===== src/rtl/serial_tx_framer.sv =====
module serial_tx_framer #(
  parameter int TICKS_PER_BIT = 16
) (
  input  logic       clk,
  input  logic       rst_n,
  input  logic       tx_en,
  input  logic       brk_req,
  input  logic       nine_bit,
  input  logic       par_en,
  input  logic       par_odd,
  input  logic       baud_tick,
  input  logic       wr_en,
  input  logic [8:0] wr_data,
  output logic       buf_empty,
  output logic       txd
);

  localparam int TW = (TICKS_PER_BIT > 1) ? $clog2(TICKS_PER_BIT) : 1;
  localparam int SW = 11;
  localparam logic [TW-1:0] LAST_TICK = TW'(TICKS_PER_BIT - 1);

  typedef enum logic [2:0] {K_IDLE, K_DATA, K_BRK, K_PRE, K_MARK} kind_t;

  kind_t         kind, nxt;
  logic [SW-1:0] shreg;
  logic [3:0]    bits_left;
  logic [TW-1:0] ticks;
  logic [8:0]    dreg;
  logic          pre_pend, te_q, brk_last;

  logic bit_end, unit_end, free, want_pre, par_bit;
  logic [3:0]    unit_len;
  logic [SW-1:0] frame_vec;

  assign bit_end  = (kind != K_IDLE) && baud_tick && (ticks == LAST_TICK);
  assign unit_end = bit_end && (bits_left == 4'd1);
  assign free     = (kind == K_IDLE) || unit_end;
  assign want_pre = pre_pend || (tx_en && !te_q);
  assign unit_len = nine_bit ? 4'd11 : 4'd10;
  assign par_bit  = (nine_bit ? ^dreg[7:0] : ^dreg[6:0]) ^ par_odd;
  assign frame_vec = nine_bit ? {1'b1, (par_en ? par_bit : dreg[8]), dreg[7:0], 1'b0}
                              : {2'b11, (par_en ? par_bit : dreg[7]), dreg[6:0], 1'b0};
  assign txd = (kind == K_IDLE) ? 1'b1 : shreg[0];

  always_comb begin
    nxt = K_IDLE;
    if (brk_last && !brk_req)  nxt = K_MARK;
    else if (tx_en && brk_req) nxt = K_BRK;
    else if (tx_en && want_pre) nxt = K_PRE;
    else if (tx_en && !buf_empty) nxt = K_DATA;
  end

  always_ff @(posedge clk or negedge rst_n) begin
    if (!rst_n) begin
      kind      <= K_IDLE;
      shreg     <= '1;
      bits_left <= '0;
      ticks     <= '0;
      te_q      <= 1'b0;
      brk_last  <= 1'b0;
    end else begin
      te_q <= tx_en;
      if (free) begin
        kind  <= nxt;
        ticks <= '0;
        case (nxt)
          K_MARK: begin shreg <= '1;        bits_left <= 4'd1;     brk_last <= 1'b0; end
          K_BRK:  begin shreg <= '0;        bits_left <= unit_len; brk_last <= 1'b1; end
          K_PRE:  begin shreg <= '1;        bits_left <= unit_len; end
          K_DATA: begin shreg <= frame_vec; bits_left <= unit_len; end
          default: bits_left <= '0;
        endcase
      end else if (kind != K_IDLE && baud_tick) begin
        if (ticks == LAST_TICK) begin
          ticks     <= '0;
          shreg     <= {1'b1, shreg[SW-1:1]};
          bits_left <= bits_left - 4'd1;
        end else begin
          ticks <= ticks + TW'(1);
        end
      end
    end
  end

  always_ff @(posedge clk or negedge rst_n) begin
    if (!rst_n) begin
      pre_pend <= 1'b0;
    end else if (free && nxt == K_PRE) begin
      pre_pend <= 1'b0;
    end else if (tx_en && !te_q) begin
      pre_pend <= 1'b1;
    end
  end

  always_ff @(posedge clk or negedge rst_n) begin
    if (!rst_n) begin
      dreg      <= '0;
      buf_empty <= 1'b1;
    end else if (wr_en) begin
      dreg      <= wr_data;
      buf_empty <= 1'b0;
    end else if ((free && nxt == K_DATA) || (unit_end && !tx_en)) begin
      buf_empty <= 1'b1;
    end
  end

  a_r4_write_clears_empty: assert property (@(posedge clk) disable iff (!rst_n)
    wr_en |=> !buf_empty);
  a_r5_break_is_low: assert property (@(posedge clk) disable iff (!rst_n)
    (kind == K_BRK) |-> !txd);
  a_r7_preamble_is_high: assert property (@(posedge clk) disable iff (!rst_n)
    (kind == K_PRE) |-> txd);
  a_r6_mark_after_break: assert property (@(posedge clk) disable iff (!rst_n)
    (kind == K_BRK && unit_end && !brk_req) |=> (kind == K_MARK));
  a_r10_no_start_while_disabled: assert property (@(posedge clk) disable iff (!rst_n)
    (kind == K_IDLE && !tx_en) |=> (kind == K_IDLE || kind == K_MARK));
  a_r2_count_in_range: assert property (@(posedge clk) disable iff (!rst_n)
    (kind != K_IDLE) |-> (bits_left >= 4'd1 && bits_left <= 4'd11));

endmodule


===== config.mk =====
export PLATFORM = sky130hd
export DESIGN_NAME = serial_tx_framer
export DESIGN_NICKNAME = d
export VERILOG_FILES = /design/src/rtl/serial_tx_framer.sv
export SDC_FILE = /design/constraint.sdc
export NUM_CORES = 1
export LEC_CHECK = 0
export BUFFER_PORTS_ARGS = -buffer_cell sky130_fd_sc_hd__buf_2
export CORE_UTILIZATION = 50
export CTS_CLUSTER_SIZE = 30
export DETAILED_ROUTE_END_ITERATION = 16
export PLACE_DENSITY = 0.81
export SLEW_MARGIN = 20
export SYNTH_ARGS = -nofsm -noshare
export SYNTH_HDL_FRONTEND = slang
export SYNTH_SLANG_ARGS = --single-unit

===== constraint.sdc =====
create_clock -name clk -period 2.15 [get_ports clk]
set_input_delay 0.5375 -clock clk [delete_from_list [all_inputs] [get_ports clk]]
set_output_delay 0.5375 -clock clk [all_outputs]
set_load 0.01 [all_outputs]

==> flow_summary.yaml, run 1 <==
synthesis:
  synthSimpleGateAreaFrac_pct: 18.6
  postSynthAreaPerCell_um2: 9.89
  synthArstFlopShare_pct: 100
  yosysWarningCount: 0
  syn_nets: 218
  synth_top_family_by_area: "compound AO/OA/AOI/OAI gates"
  synth_xor_area_share_pct: 3.60
  seq_area_frac_synth_pct: 45.7
  syn-cell-area_um2: 1950
  synthMuxAreaShare_pct: 6.74
  synth_fa_ha_area_share_pct: 1.93
  ys_ff_latch: 35
  synth_edf_count: 0
  dominantRegCellSynth: "dfrtp_1"
  syn_inst: 197
  yosysUniqueCellTypes: 46
  synth-compound-area-share_pct: 19.5
flow_run:
  max_cap_viol_count: 0
timing:
  slew_viol_final: 0
  finClkSkew_ns: 0.00317
  setup_violations: 0
  fin_setup_tns_ns: 0
  maxSlewHeadroom_pct: 48.7
  period_minus_slack_ns: 1.92
  fmax_ghz: 0.522
  rsz0062_at_grt: "no"
  hold_violations: 0
  period_share_pct: 89.1
  tightestPinTransition_ns: 0.770
  worst_slack_ns: 0.234
power_and_ir_drop:
  p_leak_uw: 0.000888
  pwr_density_cell_nw_per_um2: 1150
  vdd_drop_max_uv: 526
floorplan:
  ioPinCount: 20
  start_util_pct: 52.8
  die_y_um: 64.4
  core_um2: 3690
  die-area_um2: 4150
  die_w_um: 64.4
  std_cell_rows: 22
worst_setup_path:
  startpoint: "ticks[0]"
  start_kind: "register"
  reg2reg_from: "ticks[0]"
  cp.required_ns: 2.36
  r2r_setup_slack_ns: 0.23
  crit_fanout: 8
  critPathKind: "register to register"
  arrival_ns: 2.13
  end_kind: "register"
clock_network:
  cts-resized-gates: 0
  numClockSinks: 35
  cts_root_buffer: "clkbuf_8"
  cts_buffers: 5
  clk_latency_ns: 0.29
  htreeDepth: 2
  post_cts_buffers: 0
  ctsHoldBuffers: 0
  cts_buffer_depth: 2
  clk_pin_slew_worst_paths_ns: 0.07
  cts_tree: "built"
run_status:
  status: "complete, no violations"
place:
  place.gp.congestion: 0.841
  hpwl_mm: 2.64
  pre_cts_ws_ns: 0.197
  portBuffers: 19
final_layout:
  regArea_um2: 891
  syn_to_final_growth_pct: 11.9
  n_antenna_cell: 0
  nNetsFinal: 237
  fillers: 331
  multi_input_area_um2: 981
  post_route_cells_drive_above_1_share_pct: 29.5
detailed_routing:
  wl_met1_mm: 1.75
  top_layer: "met4"
  routed-wl-met3_um: 181
  vias: 1516
  wire_per_inst_um: 14.4
  drcViolationCount: 0
  firstDrtPassIters: 5
  drt_wl_total_mm: 3.81
  drt_iter0_drc: 70
  routed_via_density: 5.72
  ant_nets: 0
  met2_length_mm: 1.80
grt:
  grt_pass1_wl_mm: 6.71
  grt_pass1_vias: 1503
  grt_usage_pct: 21.4
  antenna_found_initial: 0
  grt-ovfl-total: 0
  grt_max_degree: 36
hold_path:
  hp-class: "input port to asynchronous set/reset pin"
-- synth_stat cells, types with 5 or more instances --
master | count | area share [%]
dfrtp_1 | 23 | 30
a21oi_1 | 21 | 5.4
nor2_1 | 19 | 3.7
dfstp_2 | 12 | 16
nand2_1 | 10 | 1.9
o21ai_0 | 10 | 2.6
mux2_2 | 9 | 5.2
a22oi_1 | 8 | 3.1
buf_2 | 7 | 1.8
nand2b_1 | 7 | 2.2
o2bb2ai_1 | 7 | 3.1
xnor2_1 | 7 | 3.1
inv_1 | 5 | 0.96
nand3_1 | 5 | 1.3
-- worst max-delay path, stage by stage, from the launching register on --
cell and delay (ns):
dfrtp_1 0.43, ha_1 0.28, and4_4 0.24, a21oi_1 0.27, nor3_2 0.08, buf_4 0.18, o31ai_1 0.30, a21oi_1 0.07
-- cells by family after synthesis --
logic type,count (synthesis)
muxes,12
DFF,35
adders and majority gates,3
AOI/OAI and AO/OA,59
xor gates and xnor gates,8
and+or+nand+nor,64
buffers and inverters,16
-- metrics by stage --
stage	cell area [um^2]	utilization, %	std cells	power, uW	hold slack [ns]
after floorplan	1950	-	197	1770	0.242
after global placement	2080	56.3	257	1940	0.472
after detailed placement	2080	56.3	257	1960	0.471
after CTS	2180	59.1	265	2510	0.341
after global routing	2180	59.1	265	2710	0.382
final	2180	59.1	265	2500	0.315
-- path summary, 6_finish.rpt --
check | endpoint | cells past startpoint
max reg2reg | shreg[9] | 7
max | shreg[9] | 7
max in group asynchronous | te_q | 1
min in group clk | te_q | 1
min | brk_last | 1
min reg2reg | shreg[10] | 2
-- power by group --
group          internal (uW)  leakage (uW)  total [uW]  switching (uW)
Combinational            380      0.000444         821             441
Sequential               958      0.000394        1150             188
Clock                    291     0.0000505         536             244
-- routing by layer --
metal	GRT usage, %	vias up
met4	10.3	0
met3	4.75	8
met2	33.6	42
met1	28.1	716
met5	0	-
li1	-	750
-- cells in the final DEF, fill, tap and decap left out, types with 2 or more instances in the layout --
cell type  count
and2_1         2
dfstp_2       12
ha_1           3
o31a_1         2
nand2_1       10
nand2b_1       7
o21ai_1        3
inv_1          5
a21oi_1       21
buf_2         19
o21ai_0       10
a22oi_1        8
or2_2          2
dfrtp_1       23
mux2_2         9
nand3_1        5
nor3b_2        2
nor3_1         2
nor2_1        19
clkbuf_8       7
xnor2_1        7
nor2_2         2
mux2i_1        3
o2bb2ai_1      7
nor3_2         2
buf_4          4
-- state kept, by name, indices dropped and copies added (netlist names) --
name,cells
pre_pend,1
ticks,4
dreg,9
kind,3
brk_last,1
buf_empty,1
shreg,11
te_q,1
bits_left,4
-- area by class of cell --
cell class / count / share of cell area (%)
clock buffer: 7 / 4.42
clock inverter: 1 / 0.344
timing repair buffer: 23 / 5.74
multi-input combinational: 146 / 45.0
tap: 48 / 2.76
sequential: 35 / 40.9
inverter: 5 / 0.861
No activity file was read; power rests on OpenSTA's default activity.
==> run 2: changes to the inputs <==
--- a/config.mk
+++ b/config.mk
@@ -6,10 +6,10 @@
 export NUM_CORES = 1
 export LEC_CHECK = 0
 export BUFFER_PORTS_ARGS = -buffer_cell sky130_fd_sc_hd__buf_2
-export CORE_UTILIZATION = 50
+export CORE_UTILIZATION = 55
 export CTS_CLUSTER_SIZE = 30
 export DETAILED_ROUTE_END_ITERATION = 16
-export PLACE_DENSITY = 0.81
+export PLACE_DENSITY = 0.87
 export SLEW_MARGIN = 20
 export SYNTH_ARGS = -nofsm -noshare
 export SYNTH_HDL_FRONTEND = slang
==> flow_summary.yaml, run 2 (synthesis results as in run 1) <==
run_status:
  status: "complete, no violations"
clock_network:
  clk_latency_ns: 0.35
  cts_tree: "built"
  ctsHoldBuffers: 0
  cts_root_buffer: "clkbuf_4"
  clk_pin_slew_worst_paths_ns: 0.11
  cts_buffer_depth: 2
  cts_buffers: 5
  numClockSinks: 35
  htreeDepth: 2
grt:
  grt_usage_pct: 23.0
  grt_max_degree: 36
  grt_pass1_wl_mm: 6.24
  grt-ovfl-total: 0
  antenna_found_initial: 0
  grt_pass1_vias: 1437
floorplan:
  std_cell_rows: 21
  die_y_um: 61.5
  die_w_um: 61.5
  ioPinCount: 20
  core_um2: 3360
  start_util_pct: 57.9
  die-area_um2: 3780
timing:
  maxSlewHeadroom_pct: 49.8
  slew_viol_final: 0
  fmax_ghz: 0.494
  rsz0062_at_grt: "no"
  period_minus_slack_ns: 2.03
  setup_violations: 0
  finClkSkew_ns: 0.0104
  period_share_pct: 94.2
  hold_violations: 0
  tightestPinTransition_ns: 0.753
  fin_setup_tns_ns: 0
detailed_routing:
  ant_nets: 0
  routed_via_density: 5.66
  drt_wl_total_mm: 3.65
  drcViolationCount: 0
  firstDrtPassIters: 4
  wire_per_inst_um: 13.8
  vias: 1500
  drt_iter0_drc: 114
final_layout:
  top_register: "shreg"
  fin_util_pct: 64.0
  post_route_cells_drive_above_1_share_pct: 29.2
  largest_register_ffs: 11
  syn_to_final_growth_pct: 10.4
  nNetsFinal: 239
  final_common_cell: "dfrtp_1"
  top_regs: "shreg x11, dreg x9"
  mostFrequentLayoutCells: "dfrtp_1, a21oi_1, nor2_1, buf_2, dfstp_2"
  n_antenna_cell: 0
worst_setup_path:
  critPathTopFamily: "flip-flops"
  start_kind: "register"
  crit_buf_inv: 2
  crit_fanout: 6
  slowest_stage: "dfrtp_1"
  r2r_cells: 9
  r2r_setup_slack_ns: 0.20
  cp.required_ns: 1.61
  end_kind: "output port"
  reg2reg_from: "bits_left[1]"
  arrival_ns: 1.49
  crit_path_max_incr_delay_ns: 0.42
  crit_chain: "nor3_4 -> buf_4 -> or2_2 -> buf_2"
  critPathKind: "register to output port"
  r2r-end: "shreg[0]"
power_and_ir_drop:
  vdd_drop_max_uv: 519
  sw_frac_of_total_pct: 36.8
  p_leak_uw: 0.000882
  internal_power_uw: 1480
  p_seq_share_pct: 49.6
  p_total_uw: 2340
  p_sw_uw: 864
  power.share.clock_pct: 14.9
  p_comb_share_pct: 35.5
  pwr_density_cell_nw_per_um2: 1090
place:
  place.gp.congestion: 0.796
  portBuffers: 19
  hpwl_mm: 2.66
hold_path:
  hp-class: "input port to asynchronous set/reset pin"
flow_run:
  max_cap_viol_count: 0
-- run 2: worst max-delay path by stage --
stage / startpoint / cells past startpoint / endpoint
after floorplan: ticks[0] / 7 / shreg[1]
after global placement: bits_left[1] / 9 / shreg[0]
after detailed placement: bits_left[1] / 9 / shreg[0]
after CTS: kind[1] / 4 / txd
after global routing: kind[1] / 4 / txd
final: kind[1] / 4 / txd
-- run 2: metrics by stage --
stage / area [um^2] / cells / hold WS (ns) / setup WS, ns
finish: 2150 / 265 / 0.237 / 0.125
floorplan: 1950 / 197 / 0.242 / 0.407
global route: 2150 / 265 / 0.310 / 0.0440
detailed placement: 2090 / 257 / 0.474 / 0.158
global placement: 2090 / 257 / 0.467 / 0.214
CTS: 2140 / 265 / 0.268 / 0.0585
-- run 2: area by class of cell --
cell class	instances	area (um^2)
clock buffers	7	45.0
clock inverters	1	5.00
fillers	300	1210
inverters	5	18.8
multi-input cells	146	993
flip-flops and latches	35	891
well taps	46	57.6
repair buffers	25	140
-- run 2: metal layers --
| layer | global-route usage, % | vias up | wire length (um) |
|---|---|---|---|
| met1 | 30.1 | 700 | 1720 |
| met4 | 7.94 | 0 | 57 |
| met3 | 6.51 | 6 | 194 |
| met5 | 0 | - | 0 |
| li1 | - | 751 | - |
| met2 | 36.7 | 43 | 1680 |
-- run 2: what timing repair did --
action,4_1_cts,5_1_grt
endpoints found under the setup margin,0,2
resized for setup,0,2
setup buffers,0,0
-- run 2: power groups by stage --
| stage | Combinational, uW | Clock, uW | Sequential, uW |
|---|---|---|---|
| floorplan | 663 | 0 | 1110 |
| global placement | 792 | 0 | 1150 |
| global route | 960 | 380 | 1200 |
| finish | 832 | 349 | 1160 |
| CTS | 823 | 357 | 1150 |
| detailed placement | 825 | 0 | 1160 |
==> run 3: changes to the inputs <==
--- a/config.mk
+++ b/config.mk
@@ -6,10 +6,12 @@
 export NUM_CORES = 1
 export LEC_CHECK = 0
 export BUFFER_PORTS_ARGS = -buffer_cell sky130_fd_sc_hd__buf_2
-export CORE_UTILIZATION = 55
+export CELL_PAD_IN_SITES_DETAIL_PLACEMENT = 2
+export CELL_PAD_IN_SITES_GLOBAL_PLACEMENT = 2
+export CORE_UTILIZATION = 37
 export CTS_CLUSTER_SIZE = 30
 export DETAILED_ROUTE_END_ITERATION = 16
-export PLACE_DENSITY = 0.87
+export PLACE_DENSITY = 0.9
 export SLEW_MARGIN = 20
 export SYNTH_ARGS = -nofsm -noshare
 export SYNTH_HDL_FRONTEND = slang
==> flow_summary.yaml, run 3 (synthesis results as in run 1) <==
detailed_routing:
  wl_met1_mm: 2.43
  routed-wl-met3_um: 183
  routed_via_density: 5.54
  ant_nets: 0
  firstDrtPassIters: 4
  drt_wl_total_mm: 5.46
  top_layer: "met4"
  drcViolationCount: 0
  met2_length_mm: 2.73
  wire_per_inst_um: 18.9
  vias: 1601
  drt_iter0_drc: 34
floorplan:
  die_w_um: 74.6
  ioPinCount: 20
  die_y_um: 74.6
  std_cell_rows: 26
  die-area_um2: 5560
  start_util_pct: 38.4
  core_um2: 5070
clock_network:
  cts_buffers: 5
  htreeDepth: 2
  post_cts_buffers: 0
  clk_latency_ns: 0.29
  cts_buffer_depth: 2
  numClockSinks: 35
  cts_root_buffer: "clkbuf_8"
  cts_tree: "built"
  ctsHoldBuffers: 0
  clk_pin_slew_worst_paths_ns: 0.08
worst_setup_path:
  reg2reg_from: "ticks[0]"
  r2r_cells: 6
  critPathKind: "register to register"
  arrival_ns: 2.23
  cpMostUsedCell: "nor2_2"
  start_kind: "register"
  crit_fanout: 16
  r2r_setup_slack_ns: 0.13
  r2r-end: "shreg[6]"
  crit_path_max_incr_delay_ns: 0.53
  crit_chain: "ha_1 -> and4_4 -> nor2_2 -> nor2_2 -> nor2_1 -> a21oi_1"
  slowest_stage: "nor2_2"
  cp.required_ns: 2.36
  end_kind: "register"
timing:
  rsz0062_at_grt: "no"
  finClkSkew_ns: 0.00953
  fmax_ghz: 0.495
  setup_violations: 0
  period_share_pct: 93.9
  fin_setup_tns_ns: 0
  worst_slack_ns: 0.131
  hold_violations: 0
  tightestPinTransition_ns: 0.732
  period_minus_slack_ns: 2.02
  maxSlewHeadroom_pct: 51.2
  slew_viol_final: 0
power_and_ir_drop:
  p_leak_uw: 0.000910
  pwr_density_cell_nw_per_um2: 1200
  p_total_uw: 2700
  vdd_drop_max_uv: 454
final_layout:
  design_area_um2: 2250
  fin_util_pct: 44.4
  top_regs: "shreg x11, dreg x9"
  syn_to_final_growth_pct: 15.5
  fillers: 568
  post_route_cells_drive_above_1_share_pct: 31.1
  nNetsFinal: 239
  top_register: "shreg"
  mostFrequentLayoutCells: "dfrtp_1, a21oi_1, nor2_1, buf_2, dfstp_2"
  final_common_cell: "dfrtp_1"
  n_antenna_cell: 0
  largest_register_ffs: 11
grt:
  grt_pass1_wl_mm: 9.14
  antenna_found_initial: 0
  grt_usage_pct: 22.7
  grt_pass1_vias: 1806
  grt_max_degree: 36
  grt-ovfl-total: 0
place:
  portBuffers: 19
  hpwl_mm: 3.92
  place.gp.congestion: 0.753
  pre_cts_ws_ns: 0.0387
  dpl_cell_area_um2: 2120
hold_path:
  hp-class: "input port to asynchronous set/reset pin"
run_status:
  status: "complete, no violations"
flow_run:
  max_cap_viol_count: 0
## run 3: changes by cell type in the layout (fill, tap and decap cells not counted), moves of 2 or more
cell | previous run | this run
clkbuf_4 | 5 | 0
clkbuf_1 | 2 | 0
clkbuf_8 | 0 | 6
nor3_2 | 1 | 3
## run 3: final cells by class
| cell class | count | area [um^2] | share of cell area [%] |
|---|---|---|---|
| well taps | 70 | 87.6 | 3.89 |
| flip-flops and latches | 35 | 891 | 39.6 |
| inverters | 5 | 18.8 | 0.834 |
| repair buffers | 25 | 140 | 6.23 |
| clock buffers | 6 | 82.6 | 3.67 |
| clock inverters | 2 | 35.0 | 1.56 |
| multi-input cells | 146 | 996 | 44.2 |
## run 3: worst max path at each step
| stage | start | endpoint | slack (ns) |
|---|---|---|---|
| after CTS | bits_left[1] | shreg[0] | 0.01 |
| after detailed placement | bits_left[1] | shreg[0] | 0.04 |
| final | ticks[0] | shreg[6] | 0.13 |
| after floorplan | ticks[0] | shreg[1] | 0.41 |
| after global placement | bits_left[1] | bits_left[1] | 0.18 |
| after global routing | bits_left[1] | bits_left[0] | 0.01 |
## run 3: per-layer routing
layer | vias up | track usage, %
li1 | 751 | -
met3 | 12 | 4.20
met5 | - | 0
met1 | 807 | 27.6
met2 | 31 | 39.8
met4 | 0 | 8.81
## run 3: power by group
part / internal [uW] / switching [uW] / leakage, uW
Clock: 375 / 254 / 0.0000612
Sequential: 959 / 212 / 0.000394
Combinational: 396 / 503 / 0.000455
Total: 1730 / 969 / 0.000910
## run 3: critical path: cells and delay by family, from the launching register on
| kind | cells | cell delay (ns) |
|---|---|---|
| AO/OA/AOI/OAI | 1 | 0.18 |
| AND/OR/NAND/NOR | 4 | 1.04 |
| flip-flops | 1 | 0.42 |
| adder cells (fa/ha/maj) | 1 | 0.29 |
## run 3: through the flow
step | hold slack [ns] | cells
after global placement | 0.488 | 281
after global routing | 0.310 | 289
final | 0.275 | 289
after detailed placement | 0.493 | 281
after floorplan | 0.242 | 197
after CTS | 0.290 | 289
## run 3: timing repair
action	CTS	global route
pin swaps	0	0
hold endpoints to repair	0	0
setup endpoints to repair	1	3
gates resized for setup	1	2
